--- src/rtl/scsi_regif_pkg.sv ---
package scsi_regif_pkg;

    localparam int BYTE_W    = 8;
    localparam int REG_SEL_W = 3;
    localparam int PHASE_W   = 4;

    // Register 1 bit positions (decoded by the line driver and the read mux)
    localparam int IC_RST  = 7;
    localparam int IC_TEST = 6;
    localparam int IC_ARBL = 5;
    localparam int IC_ACK  = 4;
    localparam int IC_BSY  = 3;
    localparam int IC_SEL  = 2;
    localparam int IC_ATN  = 1;
    localparam int IC_DOUT = 0;

    // Register 3 bit positions
    localparam int TC_REQ = 3;
    localparam int TC_MSG = 2;
    localparam int TC_CD  = 1;
    localparam int TC_IO  = 0;

    typedef enum logic [REG_SEL_W-1:0] {
        RA_DATA   = 3'd0,
        RA_ICMD   = 3'd1,
        RA_MODE   = 3'd2,
        RA_TCMD   = 3'd3,
        RA_LINES  = 3'd4,
        RA_PHASE  = 3'd5,
        RA_XFER_A = 3'd6,
        RA_XFER_B = 3'd7
    } reg_addr_e;

    // Active-high bus lines, MSB first: rst at bit 17 down to data at [7:0]
    typedef struct packed {
        logic              rst;
        logic              bsy;
        logic              sel;
        logic              atn;
        logic              ack;
        logic              req;
        logic              msg;
        logic              cd;
        logic              io;
        logic              par;
        logic [BYTE_W-1:0] data;
    } bus_t;

    localparam int BUS_W = $bits(bus_t);

    typedef struct packed {
        logic [BYTE_W-1:0]  data;
        logic [BYTE_W-1:0]  icmd;
        logic [BYTE_W-1:0]  mode;
        logic [PHASE_W-1:0] tcmd;
    } regs_t;

    function automatic logic [BYTE_W-1:0] pack_lines(bus_t s);
        return {s.rst, s.bsy, s.req, s.msg, s.cd, s.io, s.sel, s.par};
    endfunction

    function automatic logic phase_equal(logic [2:0] want, bus_t s);
        return want == {s.msg, s.cd, s.io};
    endfunction

endpackage

--- src/rtl/scsi_regif_bank.sv ---
module scsi_regif_bank
    import scsi_regif_pkg::*;
(
    input  logic                    clk,
    input  logic                    rst,
    input  logic                    wr_en,
    input  reg_addr_e               sel,
    input  logic [BYTE_W-1:0]       wr_data,
    output regs_t                   regs
);

    regs_t regs_q;

    always_ff @(posedge clk) begin
        if (rst) begin
            regs_q <= '0;
        end else if (wr_en) begin
            unique case (sel)
                RA_DATA: regs_q.data <= wr_data;
                RA_ICMD: regs_q.icmd <= wr_data;
                RA_MODE: regs_q.mode <= wr_data;
                RA_TCMD: regs_q.tcmd <= wr_data[PHASE_W-1:0];
                default: ; // transfer-start slots: accepted, no effect
            endcase
        end
    end

    assign regs = regs_q;

endmodule

--- src/rtl/scsi_regif_drive.sv ---
module scsi_regif_drive
    import scsi_regif_pkg::*;
(
    input  logic [BYTE_W-1:0]  icmd,
    input  logic [PHASE_W-1:0] tcmd,
    input  logic [BYTE_W-1:0]  data,
    output logic [2:0]         phase_req,
    output bus_t               bus_drv
);

    bus_t              req_lines;
    logic [BYTE_W-1:0] data_gated;

    for (genvar b = 0; b < BYTE_W; b++) begin : g_data_gate
        assign data_gated[b] = data[b] & icmd[IC_DOUT];
    end

    always_comb begin
        req_lines      = '0;
        req_lines.rst  = icmd[IC_RST];
        req_lines.ack  = icmd[IC_ACK];
        req_lines.bsy  = icmd[IC_BSY];
        req_lines.sel  = icmd[IC_SEL];
        req_lines.atn  = icmd[IC_ATN];
        req_lines.req  = tcmd[TC_REQ];
        req_lines.msg  = tcmd[TC_MSG];
        req_lines.cd   = tcmd[TC_CD];
        req_lines.io   = tcmd[TC_IO];
        req_lines.par  = 1'b0;
        req_lines.data = data_gated;
    end

    assign bus_drv   = icmd[IC_TEST] ? bus_t'('0) : req_lines;
    assign phase_req = {req_lines.msg, req_lines.cd, req_lines.io};

    logic icmd_unused;
    assign icmd_unused = icmd[IC_ARBL];

endmodule

--- src/rtl/scsi_regif_rdmux.sv ---
module scsi_regif_rdmux
    import scsi_regif_pkg::*;
(
    input  reg_addr_e         sel,
    input  regs_t             regs,
    input  logic [2:0]        phase_req,
    input  bus_t              sampled,
    input  logic              arb_active,
    input  logic              arb_lost,
    output logic [BYTE_W-1:0] rd_data
);

    logic [BYTE_W-1:0] icmd_view;
    logic [BYTE_W-1:0] phase_view;
    logic [BYTE_W-1:0] tcmd_view;

    always_comb begin
        icmd_view          = regs.icmd;
        icmd_view[IC_TEST] = arb_active;
        icmd_view[IC_ARBL] = arb_lost;

        phase_view    = '0;
        phase_view[3] = phase_equal(phase_req, sampled);
        phase_view[1] = sampled.atn;
        phase_view[0] = sampled.ack;

        tcmd_view = '0;
        tcmd_view[PHASE_W-1:0] = {sampled.req, sampled.msg, sampled.cd, sampled.io};
    end

    always_comb begin
        unique case (sel)
            RA_DATA:  rd_data = sampled.data;
            RA_ICMD:  rd_data = icmd_view;
            RA_MODE:  rd_data = regs.mode;
            RA_TCMD:  rd_data = tcmd_view;
            RA_LINES: rd_data = pack_lines(sampled);
            RA_PHASE: rd_data = phase_view;
            default:  rd_data = '1;
        endcase
    end

    logic regs_unused;
    assign regs_unused = ^{regs.data, regs.tcmd};

endmodule

--- src/rtl/scsi_regif.sv ---
module scsi_regif
    import scsi_regif_pkg::*;
#(
    parameter int ADDR_W = 4
) (
    input  logic                clk,
    input  logic                rst,
    input  logic                wr_en,
    input  logic [ADDR_W-1:0]   addr,
    input  logic [BYTE_W-1:0]   wr_data,
    output logic [BYTE_W-1:0]   rd_data,
    input  logic                arb_active,
    input  logic                arb_lost,
    input  logic [BUS_W-1:0]    bus_in,
    output logic [BUS_W-1:0]    bus_out
);

    reg_addr_e  sel;
    regs_t      regs;
    bus_t       bus_drv;
    bus_t       sampled;
    logic [2:0] phase_req;

    assign sel = reg_addr_e'(addr[REG_SEL_W-1:0]);

    if (ADDR_W > REG_SEL_W) begin : g_addr_hi
        logic addr_unused;
        assign addr_unused = ^addr[ADDR_W-1:REG_SEL_W];
    end

    scsi_regif_bank u_bank (
        .clk     (clk),
        .rst     (rst),
        .wr_en   (wr_en),
        .sel     (sel),
        .wr_data (wr_data),
        .regs    (regs)
    );

    scsi_regif_drive u_drive (
        .icmd      (regs.icmd),
        .tcmd      (regs.tcmd),
        .data      (regs.data),
        .phase_req (phase_req),
        .bus_drv   (bus_drv)
    );

    assign sampled = bus_t'(bus_in) | bus_drv;

    scsi_regif_rdmux u_rdmux (
        .sel        (sel),
        .regs       (regs),
        .phase_req  (phase_req),
        .sampled    (sampled),
        .arb_active (arb_active),
        .arb_lost   (arb_lost),
        .rd_data    (rd_data)
    );

    assign bus_out = bus_drv;

endmodule

--- config.mk ---
export PLATFORM = sky130hd
export DESIGN_NAME = scsi_regif
export DESIGN_NICKNAME = d
export VERILOG_FILES = /design/src/rtl/scsi_regif_pkg.sv /design/src/rtl/scsi_regif_bank.sv /design/src/rtl/scsi_regif_drive.sv /design/src/rtl/scsi_regif_rdmux.sv /design/src/rtl/scsi_regif.sv
export SDC_FILE = /design/constraint.sdc
export NUM_CORES = 1
export LEC_CHECK = 0
export ABC_AREA = 1
export BUFFER_PORTS_ARGS = -buffer_cell sky130_fd_sc_hd__clkbuf_2
export CORE_UTILIZATION = 39
export CTS_CLUSTER_SIZE = 8
export DETAILED_ROUTE_END_ITERATION = 10
export SLEW_MARGIN = 20
export SYNTH_ARGS = -nofsm -noshare
export SYNTH_HDL_FRONTEND = slang
export SYNTH_HIERARCHICAL = 1
export SYNTH_SLANG_ARGS = --single-unit
--- constraint.sdc ---
create_clock -name clk -period 2.5 [get_ports clk]
set_input_delay 0 -clock clk [delete_from_list [all_inputs] [get_ports clk]]
set_output_delay 0 -clock clk [all_outputs]
set_load 0.03 [all_outputs]
==> flow_metrics.env, run 1 <==
export IMPL_routabilityCongestion=0.799
export IMPL_core_um2=5270
export IMPL_grt_use_met3=0.0107
export IMPL_pwr_share_clk=0.262
export IMPL_diodes=0
export IMPL_syn_area_um2=2190
export IMPL_finalWorstPathRequiredPeriod_ps=1810
export IMPL_cap_violations=0
export IMPL_grt_first_pass_wirelength_um=9160
export IMPL_slew_viol_final=0
export IMPL_syn_nets=405
export IMPL_dp_cells=481
export IMPL_cts_hold_buf=0
export IMPL_die_x_um=76.9
export IMPL_critPathArrivalTime_ps=1810
export IMPL_drc=0
export IMPL_portBuffers=58
export IMPL_num_io_pins=61
export IMPL_post_cts_buffers=0
export IMPL_htreeDepth=1
export IMPL_rsz0062_at_grt="false"
export IMPL_worst_pin_slew_ps=705
export IMPL_max_slew_margin=0.529
export IMPL_grt_usage=0.191
export IMPL_routed_wl_um=5430
export IMPL_powerDensity_nw_per_um2=397
export IMPL_seqPwrFrac=0.469
export IMPL_power_total_uw=973
export IMPL_p_comb_frac=0.269
export IMPL_switchingPower_uw=334
export IMPL_syn_instance_count=370
export IMPL_fmax_mhz=554
export IMPL_internal_power_uw=639
export IMPL_drive_above_1_share=0.212
export IMPL_clockBufferDepth=2
export IMPL_netSwitchingFraction=0.343
export IMPL_crit_fanout=17
export IMPL_cts_root_buffer="clkbuf_8"
export IMPL_via_per_inst=4.51
export IMPL_grt_antenna_before_repair=0
export IMPL_post_layout_nonfiller_instances=485
export IMPL_cts_sinks=27
export IMPL_start_util=0.415
export IMPL_grt_busiest_layer="met2"
export IMPL_grt_max_degree=36
export IMPL_grt_pass1_vias=1958
export IMPL_cts_resized_gates=0
export IMPL_gr_total_overflow=0
export IMPL_clock_skew_ps=0
export IMPL_clkSlewWorstSetupHoldPaths_ps=90
export IMPL_die_h_um=76.9
export IMPL_dieArea_um2=5910
export IMPL_min_period_over_period=0.722
export IMPL_hold_violations=0
export IMPL_setup_viol_count_final=0
export IMPL_wl_per_cell_um=11.2
export IMPL_ys_warn_count=6
export IMPL_drt_iter0_markers=117
export IMPL_synth_area_per_cell_um2=5.91
export IMPL_cts_tree="built"
export IMPL_vdd_drop_max_v=0.000240
export IMPL_ff2ff_setup_slack_ps=1680
export IMPL_dp_hpwl_um=4180
export IMPL_ant_nets=0
export IMPL_p_leak_uw=0.00130
export IMPL_critPathRequiredTime_ps=2500
export IMPL_crit_path_start_kind="flop"
export IMPL_hold_class="primary input to flop"
export IMPL_rows=26
export IMPL_critical_path_class="flop to output port"
export IMPL_insertion_delay_ps=270
export IMPL_fin_setup_tns_ps=0
export IMPL_cts_buffers=3
export IMPL_grt_util_met2=0.316
export IMPL_status="finished clean"
export IMPL_cp_end_kind="output port"
export IMPL_nNetsFinal=451
export IMPL_gr_usage_met1=0.262
export IMPL_largest_reg_flops=27
export IMPL_vias=2187
export IMPL_syn_to_final_growth_pct=11.9
export IMPL_first_pass_iters=4
## cell type report
type | count | area (µm²)
fill | 596 | 2820
multi-input combinational | 244 | 1170
sequential | 27 | 541
inverter | 81 | 309
timing repair buffer | 59 | 298
tap | 70 | 87.6
clock buffer | 3 | 41.3
clock inverter | 1 | 5.00
## critical path: stages (launching register included)
cell and delay [ps]:
dfxtp_1 340, buf_4 360, nor2_4 70, inv_1 60, nand2_1 100, nand4_1 110, nand2_1 60, nor2_1 110
nand3_1 110, clkbuf_2 200
## routing by layer
metal	up-vias	routed length, µm
li1	1184	-
met1	939	2640
met2	57	2460
met3	7	250
met4	0	79
met5	-	0
## power groups by stage
| stage | Sequential [µW] | Clock, µW | Combinational, µW |
|---|---|---|---|
| 2_1_floorplan | 461 | 0 | 208 |
| 3_3_place_gp | 466 | 0 | 261 |
| 3_5_place_dp | 467 | 0 | 263 |
| 4_1_cts | 457 | 263 | 263 |
| 5_1_grt | 460 | 279 | 292 |
| 6_report | 457 | 254 | 262 |
## through the flow
| step | setup WS, ps | cell area [µm²] | hold WS, ps | utilization |
|---|---|---|---|---|
| 2_1_floorplan | 985 | 2190 | 185 | - |
| 3_3_place_gp | 997 | 2400 | 344 | 0.456 |
| 3_5_place_dp | 966 | 2400 | 353 | 0.456 |
| 4_1_cts | 650 | 2450 | 57.8 | 0.465 |
| 5_1_grt | 524 | 2450 | 78.7 | 0.465 |
| 6_report | 694 | 2450 | 63.5 | 0.465 |
## worst paths after layout
path,cells after the start,from,to
worst min-delay path,5,wr_data[5],u_bank/regs[25]
worst max register to register,2,u_bank/regs[12],u_bank/regs[12]
worst max-delay path,9,u_bank/regs[18],rd_data[2]
worst min register to register,2,u_bank/regs[18],u_bank/regs[18]
## cell usage in the layout, fill, tap and decap left out
master / instances
nor2_2: 1
o21ai_0: 3
nand3_1: 40
nand3_2: 4
o21ai_2: 1
buf_4: 1
nor2_1: 64
a21oi_1: 8
conb_1: 1
inv_2: 2
nand4_1: 10
nor2_4: 15
dfxtp_1: 27
inv_1: 78
clkinv_2: 1
o21ai_1: 1
clkbuf_8: 3
nor2_8: 1
nand2_1: 95
inv_6: 1
clkbuf_2: 58
No activity file was read; power rests on OpenSTA's default activity.
==> run 2: changes to the inputs <==
--- a/config.mk
+++ b/config.mk
@@ -5,11 +5,12 @@
 export SDC_FILE = /design/constraint.sdc
 export NUM_CORES = 1
 export LEC_CHECK = 0
-export ABC_AREA = 1
+export ABC_AREA = 0
 export BUFFER_PORTS_ARGS = -buffer_cell sky130_fd_sc_hd__clkbuf_2
 export CORE_UTILIZATION = 39
 export CTS_CLUSTER_SIZE = 8
 export DETAILED_ROUTE_END_ITERATION = 10
+export PLACE_DENSITY = 0.67
 export SLEW_MARGIN = 20
 export SYNTH_ARGS = -nofsm -noshare
 export SYNTH_HDL_FRONTEND = slang
==> constraint.sdc (replaced) <==
create_clock -name clk -period 1.6 [get_ports clk]
set_input_delay 0 -clock clk [delete_from_list [all_inputs] [get_ports clk]]
set_output_delay 0 -clock clk [all_outputs]
set_load 0.03 [all_outputs]
==> flow_metrics.env, run 2 <==
export IMPL_status="finished, violations left"
export IMPL_violations="setup timing"
export IMPL_via_per_inst=5.23
export IMPL_cts_sinks=27
export IMPL_vdd_drop_max_v=0.000290
export IMPL_drc=0
export IMPL_die_h_um=69.7
export IMPL_worst_pin_slew_ps=548
export IMPL_grt_usage=0.205
export IMPL_dp_hpwl_um=3580
export IMPL_first_pass_iters=4
export IMPL_cts_hold_buf=0
export IMPL_diodes=0
export IMPL_setup_viol_count_final=8
export IMPL_grt_max_degree=36
export IMPL_rsz0062_at_grt="true"
export IMPL_fin_ws_ps=-330
export IMPL_fmax_mhz=518
export IMPL_cap_violations=0
export IMPL_syn_area_um2=1790
export IMPL_final_common_cell="clkbuf_2"
export IMPL_hold_class="primary input to flop"
export IMPL_synth_area_per_cell_um2=9.51
export IMPL_max_slew_margin=0.635
export IMPL_cts_buffers=3
export IMPL_vias=1664
export IMPL_cts_tree="built"
export IMPL_layout_common_cells="50 x clkbuf_2, 35 x nand2b_1, 30 x buf_4"
export IMPL_dieArea_um2=4860
export IMPL_multi_input_area_um2=1280
export IMPL_cp_end_kind="output port"
export IMPL_slew_viol_final=0
export IMPL_rows=24
export IMPL_power_total_uw=1500
export IMPL_grt_first_pass_wirelength_um=7800
export IMPL_critPathArrivalTime_ps=1930
export IMPL_critPathRequiredTime_ps=1600
export IMPL_syn_nets=223
export IMPL_drt_iter0_markers=63
export IMPL_clkSlewWorstSetupHoldPaths_ps=90
export IMPL_clock_skew_ps=0
export IMPL_routed_wl_um=4860
export IMPL_start_util=0.408
export IMPL_grt_antenna_before_repair=0
export IMPL_max_stage_delay_ps=500
export IMPL_crit_chain="and3b_1 > or2_1 > mux4_2 > nor2_4 > a31oi_4 > buf_8"
export IMPL_p_leak_uw=0.00126
export IMPL_post_layout_nonfiller_instances=318
export IMPL_largest_reg_flops=27
export IMPL_critical_path_class="flop to output port"
export IMPL_finalWorstPathRequiredPeriod_ps=1930
export IMPL_drive_above_1_share=0.485
export IMPL_syn_instance_count=188
export IMPL_nNetsFinal=302
export IMPL_grt_pass1_vias=1600
export IMPL_portBuffers=58
export IMPL_fin_setup_tns_ps=-1830
export IMPL_regArea_um2=548
export IMPL_insertion_delay_ps=280
export IMPL_dp_cells=304
export IMPL_crit_path_start_kind="flop"
export IMPL_fill_cells=392
export IMPL_ant_nets=0
export IMPL_powerDensity_nw_per_um2=595
export IMPL_slowest_stage="mux4_2"
export IMPL_crit_fanout=4
export IMPL_min_period_over_period=1.21
export IMPL_num_io_pins=61
export IMPL_htreeDepth=1
export IMPL_gr_total_overflow=0
export IMPL_wl_per_cell_um=15.3
export IMPL_syn_to_final_growth_pct=40.8
export IMPL_routabilityCongestion=0.826
export IMPL_ys_warn_count=6
export IMPL_core_um2=4380
export IMPL_cts_root_buffer="clkbuf_8"
export IMPL_hold_violations=0
export IMPL_clockBufferDepth=2
export IMPL_die_x_um=69.7
[run 2: final cells by class]
class                      instances  share of cell area
clock buffer                       4              0.0179
tap                               52              0.0258
multi-input combinational        146               0.507
timing repair buffer              87               0.229
sequential                        27               0.218
inverter                           2             0.00298
[run 2: path summary, 6_finish.rpt]
check	end	from	cells past startpoint	slack, ps
setup reg to reg	u_bank/regs[18]	u_bank/regs[18]	4	680
hold reg to reg	u_bank/regs[25]	u_bank/regs[25]	2	480
hold / removal	u_bank/regs[9]	wr_data[5]	3	2
setup / recovery	rd_data[1]	u_bank/regs[18]	6	-330
[run 2: stage by stage]
stage                     instance area (µm²)  worst slack (ps)  utilization  hold WS, ps
final                                    2520              -330        0.574         1.63
after CTS                                2430              -320        0.555         3.30
after detailed placement                 2260             -66.3        0.516          304
after floorplan                          1840              12.7            -          175
after global routing                     2520              -390        0.574         21.7
after global placement                   2260             -60.9        0.516          297
[run 2: power breakdown]
part	switching, µW	internal [µW]
combinational	208	194
clock	223	179
sequential	10.5	684
total	441	1060
[run 2: layer usage]
layer / vias up / part of all wire / track usage
met4: 0 / 0.016 / 0.0711
met5: - / 0 / 0
met3: 8 / 0.039 / 0.0247
met2: 46 / 0.47 / 0.334
li1: 815 / - / -
met1: 795 / 0.47 / 0.278
[run 2: repair_timing]
action / 4_1_cts / 5_1_grt
resized for setup: 22 / 16
pin swaps: 16 / 4
endpoints found under the setup margin: 8 / 8
setup buffers: 6 / 4
[run 2: worst max-delay path: cells and delay by family (launching register included)]
family                 cells  cell delay, ps
muxes                      1             500
AOI/OAI and AO/OA          1              40
and+or+nand+nor            3             570
DFF                        1             380
buffers and inverters      1             160
